$ cat config.mk
export PLATFORM = sky130hd
export DESIGN_NAME = alu8_core
export DESIGN_NICKNAME = d
export VERILOG_FILES = /design/src/rtl/alu8_pkg.sv /design/src/rtl/alu8_addsub.sv /design/src/rtl/alu8_logic.sv /design/src/rtl/alu8_shift.sv /design/src/rtl/alu8_core.sv
export SDC_FILE = /design/constraint.sdc
export NUM_CORES = 1
export LEC_CHECK = 0
export ABC_AREA = 1
export CAP_MARGIN = 20
export CORE_UTILIZATION = 50
export DETAILED_ROUTE_END_ITERATION = 10
export DONT_BUFFER_PORTS = 1
export PLACE_DENSITY = 0.73
export SYNTH_ARGS = -nofsm -noshare
export SYNTH_HDL_FRONTEND = slang
export SYNTH_SLANG_ARGS = --single-unit
$ cat constraint.sdc
create_clock -name clk -period 0.8 [get_ports clk]
set_input_delay 0.08 -clock clk [delete_from_list [all_inputs] [get_ports clk]]
set_output_delay 0.08 -clock clk [all_outputs]
set_load 0.05 [all_outputs]
$ cat src/rtl/alu8_pkg.sv
package alu8_pkg;

    typedef enum logic [3:0] {
        OP_ADD  = 4'd0,
        OP_ADC  = 4'd1,
        OP_SUB  = 4'd2,
        OP_SBC  = 4'd3,
        OP_AND  = 4'd4,
        OP_OR   = 4'd5,
        OP_XOR  = 4'd6,
        OP_COM  = 4'd7,
        OP_NEG  = 4'd8,
        OP_INC  = 4'd9,
        OP_DEC  = 4'd10,
        OP_LSR  = 4'd11,
        OP_ROL  = 4'd12,
        OP_ROR  = 4'd13,
        OP_ASR  = 4'd14,
        OP_SWAP = 4'd15
    } alu_op_e;

    localparam int FLAG_W = 6;
    localparam int FL_C = 0;
    localparam int FL_Z = 1;
    localparam int FL_N = 2;
    localparam int FL_V = 3;
    localparam int FL_S = 4;
    localparam int FL_H = 5;

    typedef struct packed {
        logic h;
        logic s;
        logic v;
        logic n;
        logic z;
        logic c;
    } flags_t;

    localparam logic [FLAG_W-1:0] MASK_ALL   = 6'b111111;
    localparam logic [FLAG_W-1:0] MASK_SVNZC = 6'b011111;
    localparam logic [FLAG_W-1:0] MASK_SVNZ  = 6'b011110;
    localparam logic [FLAG_W-1:0] MASK_NONE  = 6'b000000;

endpackage

$ cat src/rtl/alu8_addsub.sv
module alu8_addsub #(
    parameter int DATA_W = 8
) (
    input  logic [DATA_W-1:0] x_i,
    input  logic [DATA_W-1:0] y_i,
    input  logic              cin_i,
    input  logic              sub_i,
    output logic [DATA_W-1:0] sum_o,
    output logic              cout_o,
    output logic              half_o,
    output logic              ovf_o
);
    localparam int HALF = DATA_W / 2;
    localparam int FW   = DATA_W + 1;
    localparam int HW   = HALF + 1;

    logic [DATA_W:0] full;
    logic [HALF:0]   low;
    logic            xs, ys, rs;

    always_comb begin
        if (sub_i) begin
            full = {1'b0, x_i} - {1'b0, y_i} - FW'(cin_i);
            low  = {1'b0, x_i[HALF-1:0]} - {1'b0, y_i[HALF-1:0]} - HW'(cin_i);
        end else begin
            full = {1'b0, x_i} + {1'b0, y_i} + FW'(cin_i);
            low  = {1'b0, x_i[HALF-1:0]} + {1'b0, y_i[HALF-1:0]} + HW'(cin_i);
        end
        sum_o  = full[DATA_W-1:0];
        cout_o = full[DATA_W];
        half_o = low[HALF];
        xs     = x_i[DATA_W-1];
        ys     = y_i[DATA_W-1];
        rs     = full[DATA_W-1];
        ovf_o  = sub_i ? ((xs != ys) && (rs != xs)) : ((xs == ys) && (rs != xs));
    end

endmodule

$ cat src/rtl/alu8_logic.sv
module alu8_logic
    import alu8_pkg::*;
#(
    parameter int DATA_W = 8
) (
    input  alu_op_e           op_i,
    input  logic [DATA_W-1:0] a_i,
    input  logic [DATA_W-1:0] b_i,
    output logic [DATA_W-1:0] res_o
);
    always_comb begin
        unique case (op_i)
            OP_AND:  res_o = a_i & b_i;
            OP_OR:   res_o = a_i | b_i;
            OP_XOR:  res_o = a_i ^ b_i;
            OP_COM:  res_o = ~a_i;
            default: res_o = '0;
        endcase
    end

endmodule

$ cat src/rtl/alu8_shift.sv
module alu8_shift
    import alu8_pkg::*;
#(
    parameter int DATA_W = 8
) (
    input  alu_op_e           op_i,
    input  logic [DATA_W-1:0] a_i,
    input  logic              cin_i,
    output logic [DATA_W-1:0] res_o,
    output logic              cout_o
);
    localparam int HALF = DATA_W / 2;

    always_comb begin
        cout_o = a_i[0];
        unique case (op_i)
            OP_LSR:  res_o = {1'b0, a_i[DATA_W-1:1]};
            OP_ASR:  res_o = {a_i[DATA_W-1], a_i[DATA_W-1:1]};
            OP_ROR:  res_o = {cin_i, a_i[DATA_W-1:1]};
            OP_ROL: begin
                res_o  = {a_i[DATA_W-2:0], cin_i};
                cout_o = a_i[DATA_W-1];
            end
            OP_SWAP: res_o = {a_i[HALF-1:0], a_i[DATA_W-1:HALF]};
            default: res_o = a_i;
        endcase
    end

endmodule

$ cat src/rtl/alu8_core.sv
module alu8_core
    import alu8_pkg::*;
#(
    parameter int DATA_W = 8
) (
    input  logic              clk,
    input  logic              rst_n,
    input  logic [3:0]        op_i,
    input  logic [DATA_W-1:0] a_i,
    input  logic [DATA_W-1:0] b_i,
    input  logic [FLAG_W-1:0] flags_i,
    output logic [DATA_W-1:0] result_o,
    output logic [FLAG_W-1:0] flags_o,
    output logic [FLAG_W-1:0] fmask_o
);
    localparam logic [DATA_W-1:0] ONE = DATA_W'(1);

    alu_op_e           op;
    logic [DATA_W-1:0] as_x, as_y, as_sum;
    logic              as_cin, as_sub, as_cout, as_half, as_ovf;
    logic [DATA_W-1:0] lg_res, sh_res;
    logic              sh_cout;

    logic [DATA_W-1:0] nxt_res;
    logic [FLAG_W-1:0] nxt_mask, nxt_flags;
    flags_t            fl;

    assign op = alu_op_e'(op_i);

    alu8_addsub #(.DATA_W(DATA_W)) u_addsub (
        .x_i    (as_x),
        .y_i    (as_y),
        .cin_i  (as_cin),
        .sub_i  (as_sub),
        .sum_o  (as_sum),
        .cout_o (as_cout),
        .half_o (as_half),
        .ovf_o  (as_ovf)
    );

    alu8_logic #(.DATA_W(DATA_W)) u_logic (
        .op_i  (op),
        .a_i   (a_i),
        .b_i   (b_i),
        .res_o (lg_res)
    );

    alu8_shift #(.DATA_W(DATA_W)) u_shift (
        .op_i   (op),
        .a_i    (a_i),
        .cin_i  (flags_i[FL_C]),
        .res_o  (sh_res),
        .cout_o (sh_cout)
    );

    // operand steering for the shared adder/subtractor
    always_comb begin
        as_x   = a_i;
        as_y   = b_i;
        as_cin = 1'b0;
        as_sub = 1'b0;
        unique case (op)
            OP_ADC: as_cin = flags_i[FL_C];
            OP_SUB: as_sub = 1'b1;
            OP_SBC: begin
                as_sub = 1'b1;
                as_cin = flags_i[FL_C];
            end
            OP_NEG: begin
                as_x   = '0;
                as_y   = a_i;
                as_sub = 1'b1;
            end
            OP_INC: as_y = ONE;
            OP_DEC: begin
                as_y   = ONE;
                as_sub = 1'b1;
            end
            default: ;
        endcase
    end

    // result select and flag generation
    always_comb begin
        fl       = '0;
        nxt_res  = as_sum;
        nxt_mask = MASK_NONE;
        unique case (op)
            OP_ADD, OP_ADC, OP_SUB, OP_SBC, OP_NEG: begin
                fl.c     = as_cout;
                fl.h     = as_half;
                fl.v     = as_ovf;
                nxt_mask = MASK_ALL;
            end
            OP_INC, OP_DEC: begin
                fl.v     = as_ovf;
                nxt_mask = MASK_SVNZ;
            end
            OP_AND, OP_OR, OP_XOR: begin
                nxt_res  = lg_res;
                nxt_mask = MASK_SVNZ;
            end
            OP_COM: begin
                nxt_res  = lg_res;
                fl.c     = 1'b1;
                nxt_mask = MASK_SVNZC;
            end
            OP_LSR, OP_ROL, OP_ROR, OP_ASR: begin
                nxt_res  = sh_res;
                fl.c     = sh_cout;
                fl.v     = sh_res[DATA_W-1] ^ sh_cout;
                nxt_mask = MASK_SVNZC;
            end
            OP_SWAP: nxt_res = sh_res;
        endcase
        fl.n = nxt_res[DATA_W-1];
        fl.z = (nxt_res == '0);
        if (op == OP_SBC) begin
            fl.z = fl.z & flags_i[FL_Z];
        end
        fl.s      = fl.n ^ fl.v;
        nxt_flags = (fl & nxt_mask) | (flags_i & ~nxt_mask);
    end

    // output stage
    always_ff @(posedge clk or negedge rst_n) begin
        if (!rst_n) begin
            result_o <= '0;
            flags_o  <= '0;
            fmask_o  <= '0;
        end else begin
            result_o <= nxt_res;
            flags_o  <= nxt_flags;
            fmask_o  <= nxt_mask;
        end
    end

endmodule

==> results of run 1 <==
==> timing repair <==
item                                   in CTS
setup endpoints to repair                  35
pin swaps                                  40
gates resized for setup                   123
buffers inserted                           25
hold buffers                                4
endpoints found under the hold margin      20
==> metrics by stage <==
step / hold slack, ns / TNS (ns) / worst slack [ns] / instance area, µm²
after CTS: 0.04927 / -19.04 / -1.448 / 4482
after floorplan: -0.2156 / -17.92 / -1.535 / 2678
after detailed placement: -0.2152 / -22.36 / -1.837 / 3744
after global placement: -0.2152 / -21.39 / -1.765 / 3744
==> metal layers <==
metal,GRT usage,overflow
met2,1.330,346
met1,0.8562,2
met4,1.244,146
met3,0.6612,3
met5,0.1313,0
==> logic make-up after synthesis <==
| group | Yosys count | synth area share |
|---|---|---|
| AOI/OAI and AO/OA | 55 | 0.1294 |
| xor gates and xnor gates | 6 | 0.02059 |
| adders and majority gates | 39 | 0.2029 |
| buffers and inverters | 78 | 0.1274 |
| DFF | 17 | 0.1667 |
| and+or+nand+nor | 202 | 0.3529 |
==> results.md, run 1 <==
- Largest area contributor in the netlist: ha_1
- Total CTS buffers: 3
- Synth Instances: 397
- Log Error: [ERROR GRT-0232] Routing congestion too high. Check the congestion heatmap in the GUI.
- Most frequent cell after synthesis: nand2_1
- Largest net degree at the start of global routing: 18
- EDFF count, synth: 0
- Chip height: 73.45 µm
- Sequential element share of the synthesized area: 0.1667
- IO Port Bufs: 0
- Flops & latches, synth: 17
- GP Congestion: 1.031
- Asr flop ratio synth: 1.000
- All-Layer GR Usage: 0.9807
- Clock buffer depth: 2
- Avg Cell Area, Syn: 6.429 µm²
- Dominant cells by area after synthesis: ha_1, dfrtp_1, nand2_1
- Post-synthesis cell type count: 36
- Clock Tree Root: clkbuf_8
- Post-synth top area share: 0.1716
- Post-DP HPWL: 7.041 mm
- Top_reg_cell synth: dfrtp_1
- Cells after DPL: 571
- H-tree levels: 1
- Initial Utilization: 0.5299
- Synth top cells by count: nand2_1, inv_1, nor2_1
- Post-synth net total: between 400 and 500
- Synth Cell Area: 2552 µm²
- I/O pin cnt: 48
- CTS Sinks: 17
- Worst ep type: sequential cell input
- Die width: 73.45 µm
- Stop stage: global routing (5_1_grt)
- Syn. warnings: 0
- Outcome: stopped before the end
- GRT worst endpoint: flags_o[1]$_DFF_PN0_/D
- Overflow after GRT: 497
- Row count: 25
==> run 2, diff against run 1 <==
Settings changed: CORE_UTILIZATION 50 to 35, PLACE_DENSITY 0.73 to not set, PLACE_DENSITY_LB_ADDON set to 0.15.
==> results.md, run 2 <==
- Outcome: finished with violations
- Violated checks: negative hold slack, negative setup slack
- Avg Cell Area, Syn: 6.429 µm²
- Post-synthesis xor/xnor area fraction: 0.02059
- Antenna violations before repair: 0
- Most frequent cells in the layout: buf_4, nand2_1, inv_1
- Clock buffer depth: 2
- Final WS setup: -1.445 ns
- Largest family of logic cells by synthesized area: simple AND/OR/NAND/NOR gates
- Final #Nets: 605
- Most common cell after layout, fill and taps aside: buf_4
- Synth Cell Area: 2552 µm²
- Sequential element share of the synthesized area: 0.1667
- Largest area contributor in the netlist: ha_1
- Startpoint Class: primary input
- Vias: 3,217
- Die width: around 87 µm
- # diodes: 0
- Worst hold path type: primary input to async pin
- Final core utilization: 0.6734
- WP depth: 15
- Layout cells sized above 1: 0.4842
- Post-DP HPWL: around 7.3 mm
- Max_cap viols: 0
- Chip height: roughly 87 µm
- Drt drc: 0
- Average wire per standard cell: ~15 µm
- CTS Sinks: 17
- Clock Tree Root: clkbuf_8
- Post-synth top area share: 0.1716
- Final Hold Vio Count: 17
- Vias in the first global route: 3,153
- # fillers: 607
- CP most frequent cell: nor2_4
- Drt first pass iters: 4
- Achievable frequency: 445.4 MHz
- Post-Route WL: 9.416 mm
- Row count: 30
- Adder-cell area share of the yosys netlist: 0.2029
- Fin Hold WS: -0.06823 ns
- Area growth from synthesis to layout: 82.21%
- Worst EP required: 0.98 ns
- Metal2 WL: between 4 and 5 mm
- Biggest regs: result_o x8, flags_o x6, fmask_o x3
- Dominant cells by area after synthesis: ha_1, dfrtp_1, nand2_1
- Worst-path clk slew: roughly 0.060 ns
- IO Port Bufs: 0
- Most frequent cell after synthesis: nand2_1
- H-tree levels: 1
- Setup CP Type: primary input to flip-flop
- 1st-iter DRT viols: 170
- Unrepaired setup endpoints after global routing: true
- Total CTS buffers: 3
- Highest ir drop seen on vdd: ~0.00072 V
- Worst Setup End Kind: flip-flop
- Tcrit/Tclk final: 2.807
- Register share of total power: 0.183
- Full die area: 7638 µm²
- Simple-Gate Fraction of Synth Area: 0.3529
- Overflow after GRT: 0
- Core area: 6907 µm²
- Post-synth net total: 464
- Buf/Inv on CP: 2
- Max-slew headroom: 0.5368
- Top_reg_cell synth: dfrtp_1
- Multiplexer share of the synthesized area: 0
- Worst-margin pin slew: about 0.69 ns
- GP Congestion: 0.9058
- Vias/cell: 5.082
- EDFF count, synth: 0
- Delay-heaviest family, CP: simple AND/OR/NAND/NOR gates
- Synth top cells by count: nand2_1, inv_1, nor2_1
- Largest Register: result_o
- Largest register FFs: 8
- Largest net degree at the start of global routing: 18
- Slew Limit Fails: 0
- Leak: 0.002400 µW
- Crit-path slowest cell: fa_2
- CP arrival: 2.43 ns
- Register area: ~430 µm²
- Synth Instances: 397
- Flops & latches, synth: 17
- Final Critical Period: around 2.2 ns
- First-pass GRT wire length: 14.58 mm
- Pwr dens: 1308 nW/µm²
- Post-synthesis compound-gate area fraction: 0.1294
- WL met1: 3.711 mm
- CP Capture Point: flags_o[1]
- Crit. Startpoint: op_i[1]
- Asr flop ratio synth: 1.000
- All-Layer GR Usage: 0.2488
- Antenna Nets Post-Route: 0
- CP Max Fanout: 6
- Multi-input logic area: approximately 2400 µm²
- Internal: 3470 µW
- I/O pin cnt: between 40 and 50
- Dpl ws: -1.896 ns
- CTS tree: yes
- Sw Ratio: 0.4296
- Cells along the critical path: nor2_4, nand2_8, clkinv_8, nor2_4, buf_6, fa_2, fa_2, nand3b_1, nand3_2, nand3_4, nor2_4, nand3_1, nor3_2, nand3_1, a21oi_2
- Clk pwr share: 0.103
- NetSw: 2614 µW
- Combinational power share: 0.714
- Syn. warnings: 0
- Top layer in use: met4
- Initial Utilization: 0.3696
- CP max stage delay: around 0.42 ns
- Post-synthesis cell type count: 36
- Metal3 WL: 622 µm
- Finish-stage setup viols: 34
run 2: power by group through the flow:
stage          clock network (µW)  registers, µW  logic (µW)
2_1_floorplan                   0           1550        1380
3_3_place_gp                    0           1130        3340
3_5_place_dp                    0           1130        3380
4_1_cts                       647           1120        3910
5_1_grt                       684           1120        4660
6_report                      628           1110        4340
run 2: per-layer routing:
| layer | up-vias | GRT usage |
|---|---|---|
| met3 | 28 | 0.02749 |
| li1 | 1560 | - |
| met5 | - | 0 |
| met1 | 1530 | 0.2909 |
| met4 | 0 | 0.09985 |
| met2 | 99 | 0.4588 |
run 2: repair_timing:
item,4_1_cts,5_1_grt
buffers inserted,20,9
pin swaps,31,40
gates cloned,1,0
hold endpoints to repair,20,0
hold buffers,4,0
setup endpoints to repair,36,52
gates resized for setup,79,68
run 2: logic make-up (layout without fill, tap and decap cells):
kind of cell,Yosys count,after routing
xor+xnor,6,6
compound gates,55,55
flops,17,17
simple gates,202,203
fa+ha+maj,39,39
buf+inv,78,217
run 2: stage by stage:
| step | hold slack, ns | cells | setup TNS, ns | power, µW | cell area [µm²] |
|---|---|---|---|---|---|
| floorplan | -0.2156 | 397 | -17.92 | 2931 | 2678 |
| global placement | -0.2152 | 603 | -22.51 | 4467 | 3815 |
| detailed placement | -0.2152 | 603 | -22.78 | 4518 | 3815 |
| CTS | 0.04452 | 630 | -18.91 | 5672 | 4359 |
| global route | 0.01025 | 633 | -20.36 | 6472 | 4651 |
| finish | -0.06823 | 633 | -18.49 | 6085 | 4651 |
run 2: area by class of cell:
class,instances,share of cell area
clock buffer,3,0.008878
clock inverter,1,0.001076
inverter,70,0.06242
multi-input combinational,303,0.5144
sequential,17,0.09174
tap,96,0.02583
timing repair buffer,143,0.2957
run 2: worst min path at each step:
stage	cells after the start	slack, ns	endpoint	from
6_report	1	-0.07	fmask_o[0]	rst_n
5_1_grt	1	0.01	fmask_o[0]	rst_n
4_1_cts	4	0.04	flags_o[4]	flags_i[4]
3_5_place_dp	0	-0.22	result_o[1]	rst_n
3_3_place_gp	0	-0.22	result_o[1]	rst_n
2_1_floorplan	0	-0.22	flags_o[0]	rst_n
No activity file was read; power rests on OpenSTA's default activity.
